<file path="config.mk">
export PLATFORM = sky130hd
export DESIGN_NAME = slow_blink_gen
export DESIGN_NICKNAME = d
export VERILOG_FILES = /design/src/rtl/blink_pkg.sv /design/src/rtl/blink_prescaler.sv /design/src/rtl/blink_channel.sv /design/src/rtl/slow_blink_gen.sv
export SDC_FILE = /design/constraint.sdc
export NUM_CORES = 1
export LEC_CHECK = 0
export BUFFER_PORTS_ARGS = -buffer_cell sky130_fd_sc_hd__buf_2
export CAP_MARGIN = 20
export CORE_UTILIZATION = 38
export CTS_CLUSTER_SIZE = 24
export DETAILED_ROUTE_END_ITERATION = 6
export PLACE_DENSITY = 0.67
export SKIP_LAST_GASP = 1
export SLEW_MARGIN = 10
export SYNTH_ARGS = -nofsm -noshare
export SYNTH_HDL_FRONTEND = slang
export SYNTH_HIERARCHICAL = 1
export SYNTH_SLANG_ARGS = --single-unit
</file>
<file path="constraint.sdc">
create_clock -name clk -period 3.7 [get_ports clk]
set_input_delay 0.74 -clock clk [delete_from_list [all_inputs] [get_ports clk]]
set_output_delay 0.74 -clock clk [all_outputs]
set_load 0.01 [all_outputs]
</file>
<file path="src/rtl/blink_pkg.sv">
package blink_pkg;
    localparam int DUR_W    = 7;
    localparam int NUM_TAPS = 4;
    localparam int SEL_W    = $clog2(NUM_TAPS);

    // Field order matches the per-output slice of the configuration word
    typedef struct packed {
        logic [SEL_W-1:0] base;
        logic [DUR_W-1:0] hi;
        logic [DUR_W-1:0] lo;
    } ch_cfg_t;

    localparam int CFG_W = $bits(ch_cfg_t);
endpackage

</file>
<file path="src/rtl/blink_prescaler.sv">
module blink_prescaler #(
    parameter int BASE_CYCLES = 25000,
    parameter int DIV_LOG     = 3,
    parameter int NUM_TAPS    = 4
) (
    input  logic                clk,
    input  logic                rst_n,
    output logic [NUM_TAPS-1:0] tick_o
);
    localparam int BW = (BASE_CYCLES > 1) ? $clog2(BASE_CYCLES) : 1;
    localparam int CW = DIV_LOG * (NUM_TAPS - 1);

    typedef struct packed {
        logic [BW-1:0] base_cnt;
        logic [CW-1:0] div_cnt;
    } pre_state_t;

    pre_state_t st_d, st_q;
    logic       base_wrap;

    assign base_wrap = (st_q.base_cnt == BW'(BASE_CYCLES - 1));

    always_comb begin
        st_d = st_q;
        if (base_wrap) begin
            st_d.base_cnt = '0;
            st_d.div_cnt  = st_q.div_cnt + CW'(1);
        end else begin
            st_d.base_cnt = st_q.base_cnt + BW'(1);
        end
    end

    always_ff @(posedge clk or negedge rst_n) begin
        if (!rst_n) st_q <= '0;
        else        st_q <= st_d;
    end

    assign tick_o[0] = base_wrap;
    for (genvar k = 1; k < NUM_TAPS; k++) begin : g_tap
        assign tick_o[k] = base_wrap && (&st_q.div_cnt[k*DIV_LOG-1:0]);
    end
endmodule

</file>
<file path="src/rtl/blink_channel.sv">
module blink_channel
    import blink_pkg::*;
#(
    parameter logic [DUR_W-1:0] RESET_HI = '1
) (
    input  logic                clk,
    input  logic                rst_n,
    input  logic [NUM_TAPS-1:0] tick_i,
    input  ch_cfg_t             cfg_i,
    output logic                level_o,
    output logic [DUR_W-1:0]    cnt_o
);
    typedef struct packed {
        logic             level;
        logic [DUR_W-1:0] cnt;
    } ch_state_t;

    ch_state_t st_d, st_q;
    logic      step;

    assign step = tick_i[cfg_i.base];

    always_comb begin
        st_d = st_q;
        if (step) begin
            if (st_q.cnt == '0) begin
                st_d.level = ~st_q.level;
                st_d.cnt   = st_q.level ? cfg_i.lo : cfg_i.hi;
            end else begin
                st_d.cnt = st_q.cnt - DUR_W'(1);
            end
        end
    end

    always_ff @(posedge clk or negedge rst_n) begin
        if (!rst_n) begin
            st_q.level <= 1'b1;
            st_q.cnt   <= RESET_HI;
        end else begin
            st_q <= st_d;
        end
    end

    assign level_o = st_q.level;
    assign cnt_o   = st_q.cnt;
endmodule

</file>
<file path="src/rtl/slow_blink_gen.sv">
module slow_blink_gen
    import blink_pkg::*;
#(
    parameter int BASE_CYCLES = 25000,
    parameter int NUM_CH      = 2
) (
    input  logic                clk,
    input  logic                rst_n,
    input  logic                wr_en,
    input  logic [31:0]         wr_data,
    output logic [31:0]         rd_data,
    output logic [NUM_CH-1:0]   blink_o
);
    localparam int WORD_W = NUM_CH * CFG_W;

    logic [WORD_W-1:0]       cfg_d, cfg_q;
    logic [NUM_TAPS-1:0]     tick;
    logic [NUM_CH*DUR_W-1:0] cnt_all;

    always_comb begin
        cfg_d = cfg_q;
        if (wr_en) cfg_d = wr_data[WORD_W-1:0];
    end

    always_ff @(posedge clk or negedge rst_n) begin
        if (!rst_n) cfg_q <= '1;
        else        cfg_q <= cfg_d;
    end

    assign rd_data = cfg_q;

    blink_prescaler #(
        .BASE_CYCLES(BASE_CYCLES),
        .DIV_LOG    (3),
        .NUM_TAPS   (NUM_TAPS)
    ) u_pre (
        .clk   (clk),
        .rst_n (rst_n),
        .tick_o(tick)
    );

    for (genvar i = 0; i < NUM_CH; i++) begin : g_ch
        ch_cfg_t cfg_slice;
        assign cfg_slice = ch_cfg_t'(cfg_q[i*CFG_W +: CFG_W]);

        blink_channel u_ch (
            .clk    (clk),
            .rst_n  (rst_n),
            .tick_i (tick),
            .cfg_i  (cfg_slice),
            .level_o(blink_o[i]),
            .cnt_o  (cnt_all[i*DUR_W +: DUR_W])
        );
    end
endmodule

</file>
# After elaboration in Yosys (flattened, before gate mapping)
# Index checks and enable logic that the tools add are counted.
[word_totals] register_bits=72 word_cells=35 inputBits=35
[classes] reduce_logical=10 muxes=9 eq_ne=1 n_lt_le_gt_ge=2 bitwise_logic=2 add_sub_neg=4
[ops] cell="7-bit 2-to-1 mux" count=4
[ops] cell="15-bit by 1-bit adder with 15-bit output (second input constant)" count=1
[ops] cell="15-bit equality test (second input constant)" count=1
[ops] cell="15-bit 2-to-1 mux" count=1
[ops] cell="7-bit logical NOT" count=2
[ops] cell="7-bit by 1-bit subtractor with 7-bit output (second input constant)" count=2
[ops] cell="9-bit by 1-bit adder with 9-bit output (second input constant)" count=1
[ops] cell="9-bit AND reduction" count=1
[ops] cell="2-bit by 3-bit less-than comparator with 1-bit output (second input constant)" count=2
[ops] cell="6-bit AND reduction" count=1
[ops] cell="1-bit binary-select mux with 2-bit select" count=2
[ops] cell="2-bit AND reduction" count=2
[ops] cell="1-bit logical AND" count=3
[ops] cell="3-bit AND reduction" count=1
[ops] cell="1-bit 2-to-1 mux" count=2
[ops] cell="1-bit NOT" count=2

# Logic depth before layout (Yosys ltp)
[logic_depth] word_depth=5 ltp_mapped=10 mapped_depth_nobuf=8

# By module
# Netlist, hierarchy kept.
[by_module_without_submodules] module="slow_blink_gen" cells_each=68 area_each_um2=1385.1 seq_area_each_um2=840.8 instances=1
[by_module_without_submodules] module="blink_channel" cells_each=55 area_each_um2=600.6 seq_area_each_um2=210.2 instances=2
[by_module_without_submodules] module="blink_prescaler" cells_each=110 area_each_um2=1158.6 seq_area_each_um2=600.6 instances=1

# Least setup slack after synthesis
# Ideal clock, no wire load.
[synth_timing] path_type="register to register" from="register u_pre/st_q[13] (netlist bit)" to="register g_ch[0].u_ch.st_q, in the netlist g_ch[0].u_ch/cnt_o[0]" n_path_buf=2 stages_incl_launch_ff=9 t_required_ns=3.619 arrival_time_ns=2.580 slack_ns=1.039 period_less_slack_ns=2.661 path_cell_list="dfrtp_1 > or4_1 > or4_4 > inv_2 > buf_2 > buf_4 > mux4_2 > or3b_2 > o211ai_1"
[synth_via] elab_chain_len=4 word_cells_on_any_way=6 cone_classes="eq/ne: 1; mux: 2; reduce/logical: 3"
[synth_lines] item="from (decl)" line="blink_prescaler.sv:18" text="pre_state_t st_d, st_q;"
[synth_lines] item="from (signal assigned)" line="blink_prescaler.sv:35" text="else st_q <= st_d;"
[synth_lines] item="15-bit equality test *" line="blink_prescaler.sv:21" text="assign base_wrap = (st_q.base_cnt == BW'(BASE_CYCLES - 1));"
[synth_lines] item="net u_pre.base_wrap" line="blink_prescaler.sv:19" text="logic base_wrap;"
[synth_lines] item="1-bit logical AND" line="blink_prescaler.sv:40" text="assign tick_o[k] = base_wrap && (&st_q.div_cnt[k*DIV_LOG-1:0]);"
[synth_lines] item="1-bit binary-select mux with 2-bit select *" line="blink_channel.sv:21" text="assign step = tick_i[cfg_i.base];"
[synth_lines] item="1-bit 2-to-1 mux (implied by the code) *" line="blink_channel.sv:21"
[synth_lines] item="to (signal assigned)" line="blink_channel.sv:40" text="st_q <= st_d;"
[synth_lines] item="to (decl)" line="blink_channel.sv:18" text="ch_state_t st_d, st_q;"
# The timed path passes the listed nets; every way through them passes the cells marked *. The select of a mux whose other input is x is not followed.
# A chain may end at the register's enable or synchronous reset.

# Worst setup path after layout
[layout_timing] from="register u_pre/st_q[15] (netlist bit)" to="register g_ch[1].u_ch.st_q, in the netlist g_ch[1].u_ch/cnt_o[0]"
[layout_via] elab_chain_len=4 word_cells_on_any_way=6 cone_classes="eq/ne: 1; mux: 2; reduce/logical: 3"
[layout_lines] item="15-bit equality test" line="blink_prescaler.sv:21"
[layout_lines] item="net tick[0]" line="slow_blink_gen.sv:17" text="logic [NUM_TAPS-1:0] tick;"
[layout_lines] item="1-bit logical AND" line="blink_prescaler.sv:40"
[layout_lines] item="net tick[1]" line="slow_blink_gen.sv:17"
[layout_lines] item="1-bit binary-select mux with 2-bit select" line="blink_channel.sv:21"
[layout_lines] item="1-bit 2-to-1 mux (implied by the code)" line="blink_channel.sv:21"
[layout_lines] item="to (signal assigned)" line="blink_channel.sv:40"
[layout_lines] item="to (decl)" line="blink_channel.sv:18"
# The timed path passes the listed nets, and every way through them passes these cells. The select of a mux whose other input is x is not followed.

==> metrics.md <==
| Metric | Value |
|---|---|
| Detailed router's first-iteration violation count | 82 |
| Transition time at the pin with the least slew margin | 1.06 ns |
| Number of design rule violations left after detail routing | 0 |
| Maximum number of pins on one net before global-route repair | 34 |
| Pleak | 1.92 nW |
| Number of antenna violations at the first check in global routing | 0 |
| Launch point of the worst path | u_pre/st_q[15] |
| Ranking of synthesized cells by area | sky130_fd_sc_hd__dfstp_2 34%, sky130_fd_sc_hd__dfrtp_1 16%, sky130_fd_sc_hd__mux2_4 12%, sky130_fd_sc_hd__mux2i_1 3.7%, sky130_fd_sc_hd__ha_1 2.7% |
| WP data required | 3.96 ns |
| RR Startpoint | u_pre/st_q[15] |
| Critical Path Start Type | flop |
| CTS tree | built |
| Antenna diode count | 0 |
| Row cnt | 35 |
| Post-synthesis instance total | 288 |
| Total setup violations reported at the end of the flow | 0 |
| Synth Cell Area | 3740 µm² |
| Library cell with the highest instance count after synthesis | sky130_fd_sc_hd__dfstp_2 |
| Global-route wire length before repair | 11400 µm |
| Signed area change from the synthesized netlist to the final layout | 14.9% |
| Multi-input gate area in the final layout | 1670 µm² |
| Count of H-tree levels built during CTS | 3 |
| Count of flip-flops with a built-in enable after synthesis | 0 |
| Detailed Route WL | 6990 µm |
| Area of the die | 10300 µm² |
| Period minus WS final | 3.12 ns |
| CTS clk-pin slew, worst paths | 0.07 ns |
| Post-cts gate resize count | 0 |
| Final core utilization | 0.459 |
| Number of nets in the synthesized netlist | 331 |
| Hold-fix buffers, CTS | 0 |
| Average wire per standard cell | 14.3 µm |
| Number of setup buffers added after CTS | 0 |
| Share of total power in combinational logic | 0.111 |
| Post-synth ARST share | 1.00 |
| Net count of the finished layout | 398 |
| Clock insertion delay at the later pin of the skew report | 0.34 ns |
| Weighted congestion at the end of routability-driven global placement | 0.760 |
| Portion of total power attributed to sequential cells | 0.523 |
| CTS buffer count | 9 |
| Internal Power | 1.28 mW |
| Placed wire-length estimate after detailed placement | 4920 µm |
| Endpoint of the most critical setup path | g_ch[1].u_ch/cnt_o[0] |
| Top-Level Pins | 69 |
| Post-detailed-route count of antenna-violating nets | 0 |
| Share of post-route cells with drive strength above 1 | 0.539 |
| Final Power | 1.68 mW |
| Number of sinks on the clock net | 72 |
| Top achievable clock speed | 320 MHz |
| MaxCap Viol Count | 0 |
| #FFs+latches synth | 72 |
| Number of fill cells in the layout | 869 |
| Final Hold Fails | 0 |
| Count of warnings emitted by yosys | 6 |
| Final cell count without fillers | 489 |
| Clk network pwr share | 0.365 |
| Clock Skew | 0.00662 ns |
| Register area share after synthesis | 0.497 |
| Initial Util | 0.400 |
| Global route overflow | 0 |
| Depth of the most critical reg-to-reg path | 7 |
| Leading register cell type out of synthesis | sky130_fd_sc_hd__dfstp_2 |
| Global Route Usage Sum | 0.144 |
| Count of cell types in the netlist | 50 |
| Placed insts | 473 |
| Type of the most critical hold path | input port to async pin |
| Worst setup EP type | flop |
| Arrival @ worst endpoint | 3.38 ns |
| Share of the synthesized area in the top cell type | 0.337 |
| Placeable core area | 9370 µm² |
| Category of the most critical setup path | flop to flop |
| Switching Share | 0.237 |
| Placement Setup Slack | 0.589 ns |
| Storage element area | 1860 µm² |
| Setup TNS after final layout | 0 ns |
| Switching power of the nets | 0.398 mW |
| Port Buffers | 68 |
| Power density cells | 390 nW/µm² |
| X dimension of the die | 101 µm |
| Period utilization | 0.844 |
| First-pass iteration count of the detailed router | 4 |
| Unrepaired setup endpoints after global routing | no |
| Maximum vdd ir drop | 0.134 mV |
| Worst slew margin relative to its limit | 0.292 |
| Number of vias after detailed routing | 2421 |
| Endpoint of the worst register-to-register path | g_ch[1].u_ch/cnt_o[0] |
| Largest buffer count on any clock path | 2 |
| Slew Limit Fails | 0 |
| Outcome | finished, final reports clean |
| Leading post-synthesis cells by instance count | 48 x sky130_fd_sc_hd__dfstp_2, 30 x sky130_fd_sc_hd__mux2_4, 24 x sky130_fd_sc_hd__dfrtp_1 |
| Area leader, netlist | sky130_fd_sc_hd__dfstp_2 |
| Vias in the first global route | 2401 |
| Clock root buffer | sky130_fd_sc_hd__clkbuf_8 |
| Die boundary height | 101 µm |
| Slack of the critical path | 0.579 ns |
| Via density per instance | 4.95 |
| Register-to-register setup slack | 0.58 ns |
| Avg Inst Size Synth | 13.0 µm² |
| CP max FO | 15 |
-- power by group through the flow --
| stage | clock network (mW) | logic (mW) | registers [mW] |
|---|---|---|---|
| 6_report | 0.614 | 0.187 | 0.880 |
| 2_1_floorplan | 0 | 0.0958 | 0.906 |
| 4_1_cts | 0.639 | 0.190 | 0.881 |
| 5_1_grt | 0.677 | 0.203 | 0.886 |
| 3_3_place_gp | 0 | 0.187 | 0.892 |
| 3_5_place_dp | 0 | 0.189 | 0.893 |
-- worst min-delay path by stage --
stage / startpoint / to / slack, ns / cells past startpoint
6_report: rst_n / u_pre/st_q[6] / 0.47 / 1
3_5_place_dp: u_pre/st_q[6] / u_pre/st_q[6] / 0.47 / 1
5_1_grt: rst_n / u_pre/st_q[5] / 0.50 / 1
4_1_cts: rst_n / u_pre/st_q[5] / 0.48 / 1
2_1_floorplan: rst_n / u_pre/st_q[0] / 0.44 / 0
3_3_place_gp: u_pre/st_q[6] / u_pre/st_q[6] / 0.47 / 1
-- per-stage QoR --
step                      area, µm²  hold slack (ns)
after global routing           4300            0.501
after floorplan                3740            0.442
final                          4300            0.467
after CTS                      4300            0.475
after detailed placement       4110            0.467
after global placement         4110            0.472
-- critical path, cell delays in order, from the launching register on --
cell	delay (ns)
sky130_fd_sc_hd__dfrtp_1	0.43
sky130_fd_sc_hd__or4_1	0.52
sky130_fd_sc_hd__or4_4	0.64
sky130_fd_sc_hd__inv_2	0.24
sky130_fd_sc_hd__and2_1	0.19
sky130_fd_sc_hd__mux4_2	0.46
sky130_fd_sc_hd__or3b_2	0.47
sky130_fd_sc_hd__o211ai_1	0.10
-- per-layer routing --
layer  vias up  part of all wire  global-route usage
met3         4             0.037              0.0380
met1      1209              0.47               0.184
li1       1158                 -                   -
met4         0            0.0054              0.0535
met2        50              0.49               0.237
met5         -                 0                   0
-- cells in the final DEF, fill, tap and decap left out, types with 2 or more instances in the layout --
cell,instances
sky130_fd_sc_hd__or3_1,2
sky130_fd_sc_hd__nand3_1,9
sky130_fd_sc_hd__mux2_2,4
sky130_fd_sc_hd__clkinv_2,4
sky130_fd_sc_hd__buf_2,68
sky130_fd_sc_hd__nor2_1,13
sky130_fd_sc_hd__a22oi_2,6
sky130_fd_sc_hd__nand2b_1,2
sky130_fd_sc_hd__and3b_2,2
sky130_fd_sc_hd__a22o_2,6
sky130_fd_sc_hd__o2111ai_1,2
sky130_fd_sc_hd__a22o_1,2
sky130_fd_sc_hd__nand2_1,18
sky130_fd_sc_hd__dfstp_2,48
sky130_fd_sc_hd__buf_4,2
sky130_fd_sc_hd__and2_1,2
sky130_fd_sc_hd__and3_1,4
sky130_fd_sc_hd__inv_1,14
sky130_fd_sc_hd__mux2_4,30
sky130_fd_sc_hd__a41oi_1,2
sky130_fd_sc_hd__nor4_2,2
sky130_fd_sc_hd__o211ai_1,2
sky130_fd_sc_hd__mux4_2,2
sky130_fd_sc_hd__xor2_1,10
sky130_fd_sc_hd__clkbuf_8,10
sky130_fd_sc_hd__nor3_1,3
sky130_fd_sc_hd__a31oi_1,2
sky130_fd_sc_hd__ha_1,8
sky130_fd_sc_hd__mux2i_1,14
sky130_fd_sc_hd__a22oi_1,2
sky130_fd_sc_hd__xnor2_1,9
sky130_fd_sc_hd__dfrtp_1,24
sky130_fd_sc_hd__a21oi_1,3
sky130_fd_sc_hd__nor3_2,2
sky130_fd_sc_hd__or3b_2,2
sky130_fd_sc_hd__nand4_1,3
sky130_fd_sc_hd__o21ai_1,8
-- state kept, by name, indices dropped and copies added (netlist names) --
name and flops:
g_ch.u_ch/level_o 2, g_ch.u_ch/cnt_o 14, u_pre/st_q 24, rd_data 32
-- cells by family after synthesis --
| kind of cell | synth area share |
|---|---|
| multiplexers | 0.182 |
| buffers and inverters | 0.0561 |
| flip-flops | 0.497 |
| AND/OR/NAND/NOR | 0.112 |
| adder cells (fa/ha/maj) | 0.0267 |
| XOR/XNOR | 0.0444 |
| AO/OA/AOI/OAI | 0.0822 |
-- cell type report --
| type | instances | share of cell area |
|---|---|---|
| clock buffer | 10 | 0.0320 |
| clock inverter | 6 | 0.0137 |
| inverter | 15 | 0.0131 |
| multi-input combinational | 187 | 0.389 |
| sequential | 72 | 0.433 |
| tap | 129 | 0.0375 |
| timing repair buffer | 70 | 0.0826 |
Power figures use the tool's default switching activity.
